===== src/rtl/lblrx_pkg.sv =====
package lblrx_pkg;
  localparam int OP_W = 8;

  typedef enum logic [1:0] {I_NONE, I_MR, I_CLR, I_SET} imm_e;
  typedef enum logic [2:0] {W_NONE, W_CLR1, W_SET1, W_MAP, W_DIV, W_CTRL} wr_e;
  typedef enum logic [2:0] {R_NONE, R_FIFO1, R_FIFOS, R_STAT, R_CTRL, R_DIV, R_TBL} rd_e;
endpackage


===== src/rtl/lblrx_sync.sv =====
module lblrx_sync #(
  parameter int N = 3,
  parameter logic [N-1:0] RST_VAL = '0
) (
  input  logic         clk,
  input  logic         rst,
  input  logic [N-1:0] d_in,
  output logic [N-1:0] q
);
  for (genvar g = 0; g < N; g++) begin : g_bit
    logic meta;
    always_ff @(posedge clk) begin
      if (rst) begin
        meta <= RST_VAL[g];
        q[g] <= RST_VAL[g];
      end else begin
        meta <= d_in[g];
        q[g] <= meta;
      end
    end
  end
endmodule


===== src/rtl/lblrx_opdec.sv =====
module lblrx_opdec
  import lblrx_pkg::*;
(
  input  logic [OP_W-1:0] op,
  output imm_e            imm,
  output wr_e             wr,
  output rd_e             rd
);
  always_comb begin
    imm = I_NONE;
    wr  = W_NONE;
    rd  = R_NONE;
    case (op)
      8'h01: imm = I_MR;
      8'h02: imm = I_CLR;
      8'h03: imm = I_SET;
      8'h04: wr  = W_CLR1;
      8'h05: wr  = W_SET1;
      8'h06: wr  = W_MAP;
      8'h07: wr  = W_DIV;
      8'h08: rd  = R_FIFO1;
      8'h09: rd  = R_FIFOS;
      8'h0A: rd  = R_STAT;
      8'h0B: rd  = R_CTRL;
      8'h0C: rd  = R_DIV;
      8'h0D: rd  = R_TBL;
      8'h10: wr  = W_CTRL;
      default: ;
    endcase
  end
endmodule


===== src/rtl/lblrx_spi_cmd.sv =====
module lblrx_spi_cmd
  import lblrx_pkg::*;
#(
  parameter int CR_W   = 16,
  parameter int DIV_W  = 8,
  parameter int WORD_W = 32,
  parameter int LBL_AW = 8,
  parameter int ST_W   = 8
) (
  input  logic              clk,
  input  logic              rst,
  input  logic              spi_cs_n,
  input  logic              spi_sck,
  input  logic              spi_si,
  output logic              spi_so,
  output logic              spi_so_en,
  output logic [CR_W-1:0]   ctrl_reg,
  output logic [DIV_W-1:0]  clk_div,
  output logic              clk_div_ok,
  output logic              mr_pulse,
  output logic              lbl_clr_all,
  output logic              lbl_set_all,
  output logic              lbl_wr,
  output logic [LBL_AW-1:0] lbl_wr_addr,
  output logic              lbl_wr_val,
  output logic [LBL_AW-1:0] lbl_rd_addr,
  input  logic              lbl_rd_data,
  input  logic [WORD_W-1:0] fifo_data,
  input  logic              fifo_empty,
  output logic              fifo_pop,
  input  logic [ST_W-1:0]   status
);
  localparam int NLBL  = 1 << LBL_AW;
  localparam int CNT_W = $clog2(NLBL + 2*OP_W) + 1;
  localparam int SH_W  = WORD_W;
  localparam int WC_W  = $clog2(WORD_W);

  // synchronised pins: {si, sck, cs_n}
  logic [2:0] pin_s;
  logic cs_n_s, sck_s, si_s, sck_q;
  lblrx_sync #(.N(3), .RST_VAL(3'b001)) sync_i (
    .clk(clk), .rst(rst), .d_in({spi_si, spi_sck, spi_cs_n}), .q(pin_s)
  );
  assign cs_n_s = pin_s[0];
  assign sck_s  = pin_s[1];
  assign si_s   = pin_s[2];

  logic rise, fall;
  assign rise = sck_s & ~sck_q & ~cs_n_s;
  assign fall = ~sck_s & sck_q & ~cs_n_s;

  logic [OP_W-1:0]  op_q, nop;
  logic [CNT_W-1:0] cnt, didx, rbits;
  logic [WC_W-1:0]  wcnt;
  logic [SH_W-1:0]  sh;
  logic             so_q, so_en_q;
  wr_e              wr_q;
  rd_e              rd_q;
  imm_e             dec_imm;
  wr_e              dec_wr;
  rd_e              dec_rd;

  assign nop  = {op_q[OP_W-2:0], si_s};
  assign didx = cnt - CNT_W'(OP_W);

  lblrx_opdec dec_i (.op(nop), .imm(dec_imm), .wr(dec_wr), .rd(dec_rd));

  logic [DIV_W-1:0] div_in;
  logic             div_legal;
  assign div_in    = {sh[DIV_W-2:0], si_s};
  assign div_legal = (div_in == DIV_W'(1)) || (div_in == DIV_W'(2)) ||
                     (div_in == DIV_W'(4)) || (div_in == DIV_W'(8)) ||
                     (div_in == DIV_W'(10));

  always_ff @(posedge clk) begin
    if (rst) begin
      sck_q <= 1'b0; op_q <= '0; cnt <= '0; rbits <= '0; wcnt <= '0;
      sh <= '0; so_q <= 1'b0; so_en_q <= 1'b0; wr_q <= W_NONE; rd_q <= R_NONE;
      ctrl_reg <= '0; clk_div <= '0; clk_div_ok <= 1'b0;
      mr_pulse <= 1'b0; lbl_clr_all <= 1'b0; lbl_set_all <= 1'b0;
      lbl_wr <= 1'b0; lbl_wr_addr <= '0; lbl_wr_val <= 1'b0;
      lbl_rd_addr <= '0; fifo_pop <= 1'b0;
    end else begin
      mr_pulse <= 1'b0; lbl_clr_all <= 1'b0; lbl_set_all <= 1'b0;
      lbl_wr <= 1'b0; fifo_pop <= 1'b0;
      sck_q   <= sck_s;
      so_en_q <= ~cs_n_s;
      if (cs_n_s) begin
        cnt <= '0; rbits <= '0; wcnt <= '0; so_q <= 1'b0;
        wr_q <= W_NONE; rd_q <= R_NONE;
      end else if (rise) begin
        if (cnt < CNT_W'(OP_W)) begin
          op_q <= nop;
          cnt  <= cnt + CNT_W'(1);
          if (cnt == CNT_W'(OP_W - 1)) begin
            wr_q <= dec_wr; rd_q <= dec_rd; rbits <= '0; wcnt <= '0;
            case (dec_imm)
              I_MR:    mr_pulse    <= 1'b1;
              I_CLR:   lbl_clr_all <= 1'b1;
              I_SET:   lbl_set_all <= 1'b1;
              default: ;
            endcase
            case (dec_rd)
              R_FIFO1, R_FIFOS: begin
                sh       <= fifo_empty ? '0 : fifo_data;
                fifo_pop <= ~fifo_empty;
              end
              R_STAT:  sh <= {status,   {(SH_W-ST_W){1'b0}}};
              R_CTRL:  sh <= {ctrl_reg, {(SH_W-CR_W){1'b0}}};
              R_DIV:   sh <= {clk_div,  {(SH_W-DIV_W){1'b0}}};
              R_TBL: begin
                sh          <= '0;
                lbl_rd_addr <= '1;
              end
              default: sh <= '0;
            endcase
          end
        end else begin
          if (cnt != '1) cnt <= cnt + CNT_W'(1);
          case (wr_q)
            W_MAP: if (didx < CNT_W'(NLBL)) begin
              lbl_wr      <= 1'b1;
              lbl_wr_addr <= ~didx[LBL_AW-1:0];
              lbl_wr_val  <= si_s;
            end
            W_CLR1, W_SET1: begin
              sh <= {sh[SH_W-2:0], si_s};
              if (didx == CNT_W'(LBL_AW - 1)) begin
                lbl_wr      <= 1'b1;
                lbl_wr_addr <= {sh[LBL_AW-2:0], si_s};
                lbl_wr_val  <= (wr_q == W_SET1);
              end
            end
            W_DIV: begin
              sh <= {sh[SH_W-2:0], si_s};
              if (didx == CNT_W'(DIV_W - 1)) begin
                clk_div    <= div_in;
                clk_div_ok <= div_legal;
              end
            end
            W_CTRL: begin
              sh <= {sh[SH_W-2:0], si_s};
              if (didx == CNT_W'(CR_W - 1)) ctrl_reg <= {sh[CR_W-2:0], si_s};
            end
            default: ;
          endcase
        end
      end else if (fall && rd_q != R_NONE) begin
        if (rbits != '1) rbits <= rbits + CNT_W'(1);
        if (rd_q == R_TBL) begin
          so_q        <= (rbits < CNT_W'(NLBL)) ? lbl_rd_data : 1'b0;
          lbl_rd_addr <= lbl_rd_addr - LBL_AW'(1);
        end else begin
          so_q <= sh[SH_W-1];
          if (rd_q == R_FIFOS && wcnt == WC_W'(WORD_W - 1)) begin
            wcnt     <= '0;
            sh       <= fifo_empty ? '0 : fifo_data;
            fifo_pop <= ~fifo_empty;
          end else begin
            wcnt <= wcnt + WC_W'(1);
            sh   <= {sh[SH_W-2:0], 1'b0};
          end
        end
      end
    end
  end

  assign spi_so    = so_q;
  assign spi_so_en = so_en_q;
endmodule


===== config.mk =====
export PLATFORM = sky130hd
export DESIGN_NAME = lblrx_spi_cmd
export DESIGN_NICKNAME = d
export VERILOG_FILES = /design/src/rtl/lblrx_pkg.sv /design/src/rtl/lblrx_sync.sv /design/src/rtl/lblrx_opdec.sv /design/src/rtl/lblrx_spi_cmd.sv
export SDC_FILE = /design/constraint.sdc
export NUM_CORES = 1
export LEC_CHECK = 0
export BUFFER_PORTS_ARGS = -buffer_cell sky130_fd_sc_hd__buf_2
export CORE_MARGIN = 8
export CORE_UTILIZATION = 35
export CTS_CLUSTER_DIAMETER = 50
export CTS_CLUSTER_SIZE = 12
export DETAILED_ROUTE_END_ITERATION = 16
export PLACE_DENSITY = 0.66
export SKIP_CTS_REPAIR_TIMING = 1
export SYNTH_ARGS = -nofsm -noshare
export SYNTH_HDL_FRONTEND = slang
export SYNTH_SLANG_ARGS = --single-unit

===== constraint.sdc =====
create_clock -name clk -period 4.18 [get_ports clk]
set_input_delay 0.836 -clock clk [delete_from_list [all_inputs] [get_ports clk]]
set_output_delay 0.836 -clock clk [all_outputs]
set_load 0.005 [all_outputs]

==> Yosys cells after proc, flatten, opt, wreduce, memory -nomap -nowiden <==
Index checks and enable logic that the tools add are counted.
{ "word_totals": {"in_bits": 47, "register_bits": 126, "elab_cells": 177, "ramBits": 0, "latchBits": 0, "mem_count": 0, "mem_bits_ro": 0} }
{ "classes": {"multipliers": 0, "n_addsub": 5, "div": 0, "n_reduce_logical": 29, "magnitude_cmp": 3, "mux": 52, "n_eq_ne": 49, "shift": 0, "n_bitwise": 12} }
{ "op_table": {"columns": ["op", "n"], "rows": [
  ["$mux 32", 8],
  ["$pmux 32 s4", 1],
  ["$mux 10", 7],
  ["$eq 8x4->1 const B", 8],
  ["$mux 8", 8],
  ["$eq 8x3->1 const B", 5],
  ["$mux 5", 6],
  ["$eq 8x2->1 const B", 3],
  ["$add 10x1->10 const B", 2],
  ["$eq 10x3->1 const B", 2],
  ["$lt 10x9->1 const B", 2],
  ["$ne 10x10->1 const B", 2],
  ["$eq 3x3->1 const B", 6],
  ["$pmux 3 s6", 1],
  ["$eq 8x1->1 const B", 2],
  ["$mux 1", 16],
  ["$pmux 8 s2", 1],
  ["$eq 3x2->1 const B", 5],
  ["$pmux 3 s5", 1],
  ["$reduce_and 5->1", 3],
  ["$reduce_and 6->1", 2],
  ["$eq 10x4->1 const B", 1],
  ["$lt 10x4->1 const B", 1],
  ["$reduce_bool 2->1", 5],
  ["25 further kinds", 52]
]} }

==> Logic depth before layout (Yosys ltp) <==
{ "logic_depth": {"word_depth": 8, "ltp_mapped": 10, "depth_no_buf": 8} }

==> By module <==
A second synthesis with hierarchy kept.
{ "unflattened": {"cells_unflattened": 789, "hier_area_um2": 6490.0} }
{ "modules_own_cells": {"columns": ["mod", "seq_area_each_um2", "cells_per_inst", "instances", "area_per_inst_um2"], "rows": [
  ["lblrx_spi_cmd", 2402.3, 753, 1, 6119.6],
  ["lblrx_opdec", 0.0, 24, 1, 212.7],
  ["lblrx_sync", 120.1, 12, 1, 157.7]
]} }

==> Worst setup path before layout <==
OpenSTA, ideal clock, no wires.
{ "synth_path": {"path_type": "register to register", "startpoint": "register cnt[3]", "endpoint": "register lbl_wr_addr[1]", "stages_incl_launch_ff": 10, "setup_time_ps": 121, "path_slack_ps": 1781, "t_arrival_ps": 2277, "synth_period_minus_slack_ps": 2399, "required_time_ps": 4059, "path_buffers": 2, "path_cell_list": "dfxtp_1 > inv_1 > ha_1 > nor4b_1 > xor2_1 > o2bb2a_4 > buf_6 > a2111o_1 > buf_6 > mux2_4"} }
{ "synth_between": {"elab_chain_cells": 4, "elab_cells_between_ends": 8, "classes_between": "1 x add/sub; 2 x order compare; 3 x eq/ne; 1 x bitwise; 1 x reduce/logical"} }
{ "synth_lines": {"columns": ["item", "line_no", "text"], "rows": [
  ["from (decl)", "lblrx_spi_cmd.sv:53", "logic [CNT_W-1:0] cnt, didx, rbits;"],
  ["from (signal assigned)", "lblrx_spi_cmd.sv:94", "cnt <= cnt + CNT_W'(1);"],
  ["from (signal assigned)", "lblrx_spi_cmd.sv:119", "if (cnt != '1) cnt <= cnt + CNT_W'(1);"],
  ["$sub 10x4->10", "lblrx_spi_cmd.sv:64", "assign didx = cnt - CNT_W'(OP_W);"],
  ["$lt 10x9->1 / $eq 10x3->1 (equally long branches)", "lblrx_spi_cmd.sv:121, lblrx_spi_cmd.sv:128", null],
  ["$ne 2x2->1 (no source line)", null, null],
  ["$reduce_and 6->1 (no source line) *", null, null],
  ["to (signal assigned)", "lblrx_spi_cmd.sv:123", "lbl_wr_addr <= ~didx[LBL_AW-1:0];"],
  ["to (signal assigned)", "lblrx_spi_cmd.sv:130", "lbl_wr_addr <= {sh[LBL_AW-2:0], si_s};"],
  ["to (decl)", "lblrx_spi_cmd.sv:24", "output logic [LBL_AW-1:0] lbl_wr_addr,"]
]} }
Every way passes the cells marked *; elsewhere a longest branch is shown, timed or not.
A chain may end at the register's enable or synchronous reset.

==> Worst setup path in the final report <==
{ "layout_path": {"startpoint": "register cnt[3]", "endpoint": "register lbl_wr_addr[6]"} }
{ "layout_between": {"elab_chain_cells": 4, "elab_cells_between_ends": 11, "classes_between": "1 x add/sub; 2 x order compare; 3 x eq/ne; 2 x mux; 2 x bitwise; 1 x reduce/logical"} }
{ "layout_lines": {"columns": ["item", "line_no", "text"], "rows": [
  ["$sub 10x4->10", "lblrx_spi_cmd.sv:64", null],
  ["$lt 10x9->1, or another cell as far along", "lblrx_spi_cmd.sv:121", "W_MAP: if (didx < CNT_W'(NLBL)) begin"],
  ["$ne 2x2->1 (no source line) / $mux 8 (equally long branches)", null, null],
  ["$reduce_and 6->1 (no source line) / $pmux 8 s2 (equally long branches)", null, null]
]} }
Parallel ways exist; a longest one is shown, timed or not. The select of a mux whose other input is x is not followed.

==> impl_metrics.tcl <==
set metrics [dict create \
    crit_family "compound AO/OA/AOI/OAI gates" \
    total_power_mw 2.79 \
    reg2regPathDepth 7 \
    synth_seq_cells 126 \
    synth.distinct_cells 68 \
    via_per_inst 5.83 \
    routabilityCongestion 0.837 \
    grt-ovfl-total 0 \
    clk-insertion-delay-late_ns 0.43 \
    syn-num-nets 781 \
    peakVddDrop_mv 0.266 \
    pin_count 96 \
    drv_slew 0 \
    min_period_ns 2.82 \
    largest_reg_flops 32 \
    r2r-end "lbl_wr_addr[6]" \
    grt_pass1_vias 5993 \
    synth_edf_count 0 \
    n_antenna_cell 0 \
    placementRows 49 \
    core-area_sq_um 17800 \
    cp_max_fo 26 \
    hold_viol 0 \
    die_y_um 150 \
    dpl.cell_count 997 \
    rr_startpoint "cnt[3]" \
    cp-start-kind "register" \
    num-fill-cells 1786 \
    fmax_mhz 355 \
    routedWlPerCell_um 18.9 \
    tns_ns 0 \
    drive_above_1_share_pct 19.6 \
    dp_hpwl_um 13100 \
    cap_violations 0 \
    r2r_setup_slack_ns 1.36 \
    min_to "sync_i.q[0]" \
    fin_skew_ns 0.0125 \
    numClockSinks 126 \
    ys_async_sr_fraction_pct 0 \
    wl_um 19300 \
    cellLeakagePower_nw 2.63 \
    setup_viol 0 \
    clkTransAtPathRegs_ns 0.06 \
    numCtsBuffers 17 \
    clockBufferDepth 2 \
    max_stage_delay_ns 0.65 \
    min_from "sync_i.g_bit[0].meta" \
    slowest_stage "a2111o_1" \
    path_buf_inv 1 \
    initial_core_util_pct 35.4 \
    powerDensity_nw_per_um2 372 \
    drtIter0Drc 432 \
    antenna_found_initial 0 \
    synthXorXnorAreaFrac_pct 2.92 \
    hold_path_class "register to register" \
    cts_tree "built" \
    grt_max_degree 63 \
    synth_area_sq_um 6300 \
    status "finished, final reports clean" \
    grt_usage_pct 17.4 \
    fin_util_pct 42.1 \
    ys_seq_area_share_pct 40.1 \
    vias 5978 \
    layout.nets 841 \
    cp.arrival_ns 3.12 \
    die-area_sq_um 22500 \
    dr.pass1.iters 5 \
    synth_cells 727 \
    grt_pass1_wl_um 31400 \
    fin_cells 1026 \
    yosys.area_share.simple_pct 20.5 \
    worst_slew_pin_slew_ns 0.945 \
    end_kind "register" \
    path_class "register to register" \
    portBuffers 95 \
    synth_ff_type "dfxtp_1" \
    syn_area_per_cell_sq_um 8.66 \
    cts_root_buf "clkbuf_16" \
    whs_path_depth 1 \
    synthToLayoutAreaGrowth_pct 18.9 \
    rsz0062_at_grt "false" \
    post-route-period-util_pct 67.4 \
    htreeDepth 4 \
    synth_compound_area_share_pct 27.2 \
    yosys_warnings 0 \
    synth_fa_ha_area_share_pct 1.39 \
    synth_top_family_by_area "compound AO/OA/AOI/OAI gates" \
    path_cells "inv_1 -> ha_1 -> nor4b_1 -> xor2_1 -> o2bb2a_4 -> a2111o_1 -> mux2_4" \
    drc 0 \
    die_w_um 150 \
    synthMuxAreaShare_pct 2.64 \
    worstPathRequired_ns 4.49 \
    ant_nets 0 \
    relSlewSlack_pct 36.5 \
]
==> report_power, final <==
part           internal [mW]  leakage, nW  switching (mW)
logic                 0.0227         1.32          0.0371
clock network          0.989        0.295           0.527
registers               1.20         1.02         0.00413
==> routing by layer <==
metal  part of all wire (%)  vias to the layer above  wire, um  global-route usage [%]
met3                    5.9                       41      1140                    3.91
met2                     46                      226      8860                    27.7
met4                    3.7                        0       720                    9.65
li1                       -                     2870         -                       -
met5                      0                        -         0                       0
met1                     45                     2841      8620                    21.5
==> metrics by stage <==
stage	instance area, sq um	hold slack (ns)	setup WS [ns]
after floorplan	6300	0.389	1.78
after global placement	6890	0.394	1.38
after detailed placement	6890	0.411	1.36
after CTS	7490	0.427	1.34
after global routing	7490	0.431	1.15
final	7490	0.418	1.36
==> cells by family after synthesis <==
group | count (synthesis)
AOI/OAI and AO/OA | 251
xor gates and xnor gates | 21
adders and majority gates | 7
buffers and inverters | 78
DFF | 126
muxes | 13
and+or+nand+nor | 231
==> cell type report <==
class	count	area [sq um]	share of cell area, %
well taps	229	287	3.83
repair buffers	107	568	7.59
inverters	12	45.0	0.602
clock buffers	23	488	6.52
flip-flops and latches	126	2520	33.7
multi-input cells	523	3470	46.3
clock inverters	6	109	1.45
==> how the worst max path moves through the flow <==
stage,cells after the start,startpoint,endpoint
floorplan,9,cnt[3],lbl_wr_addr[1]
global placement,7,cnt[3],lbl_wr_addr[6]
detailed placement,7,cnt[3],lbl_wr_addr[5]
CTS,7,cnt[3],lbl_wr_addr[6]
global route,9,wcnt[0],sh[10]
finish,7,cnt[3],lbl_wr_addr[6]
==> worst reg2reg max path, delay by kind of cell, from the launching register on <==
family	cells	cell delay, ns
compound gates	2	1.01
simple gates	1	0.42
mux	1	0.38
flops	1	0.37
fa+ha+maj	1	0.20
xor+xnor	1	0.19
buf+inv	1	0.14
==> Yosys cell counts (6+ instances only) <==
| master | instances | area, sq um |
|---|---|---|
| dfxtp_1 | 126 | 2520 |
| a21oi_1 | 62 | 310 |
| nand2_1 | 54 | 203 |
| a211oi_1 | 49 | 368 |
| clkbuf_1 | 49 | 184 |
| o21ai_0 | 39 | 195 |
| a22oi_1 | 38 | 285 |
| nand3_1 | 37 | 185 |
| nor2_1 | 30 | 113 |
| nor2b_1 | 20 | 125 |
| a311oi_1 | 16 | 140 |
| xor2_1 | 13 | 114 |
| inv_1 | 12 | 45.0 |
| or3_1 | 10 | 62.6 |
| buf_2 | 9 | 45.0 |
| nand4_1 | 9 | 56.3 |
| o2bb2ai_1 | 9 | 78.8 |
| and3_1 | 8 | 50.1 |
| nor3_1 | 8 | 40.0 |
| xnor2_1 | 8 | 70.1 |
| ha_1 | 7 | 87.6 |
| mux2_4 | 7 | 105 |
| and2_1 | 6 | 37.5 |
| nor4_1 | 6 | 37.5 |
==> cells in the final DEF, fill, tap and decap left out, types with 10 or more instances in the layout <==
cell type  synthesis  layout
nand3_1           37      37
nor2b_1           20      20
o21ai_0           39      39
or3_1             10      10
a21oi_1           62      62
a211oi_1          49      49
clkbuf_16          0      17
buf_2              9      94
inv_1             12      12
a311oi_1          16      16
a22oi_1           38      38
nor2_1            30      30
nand2_1           54      54
xor2_1            13      13
buf_4              0      13
dfxtp_1          126     126
Note: power is estimated with default switching activity, not from simulation.
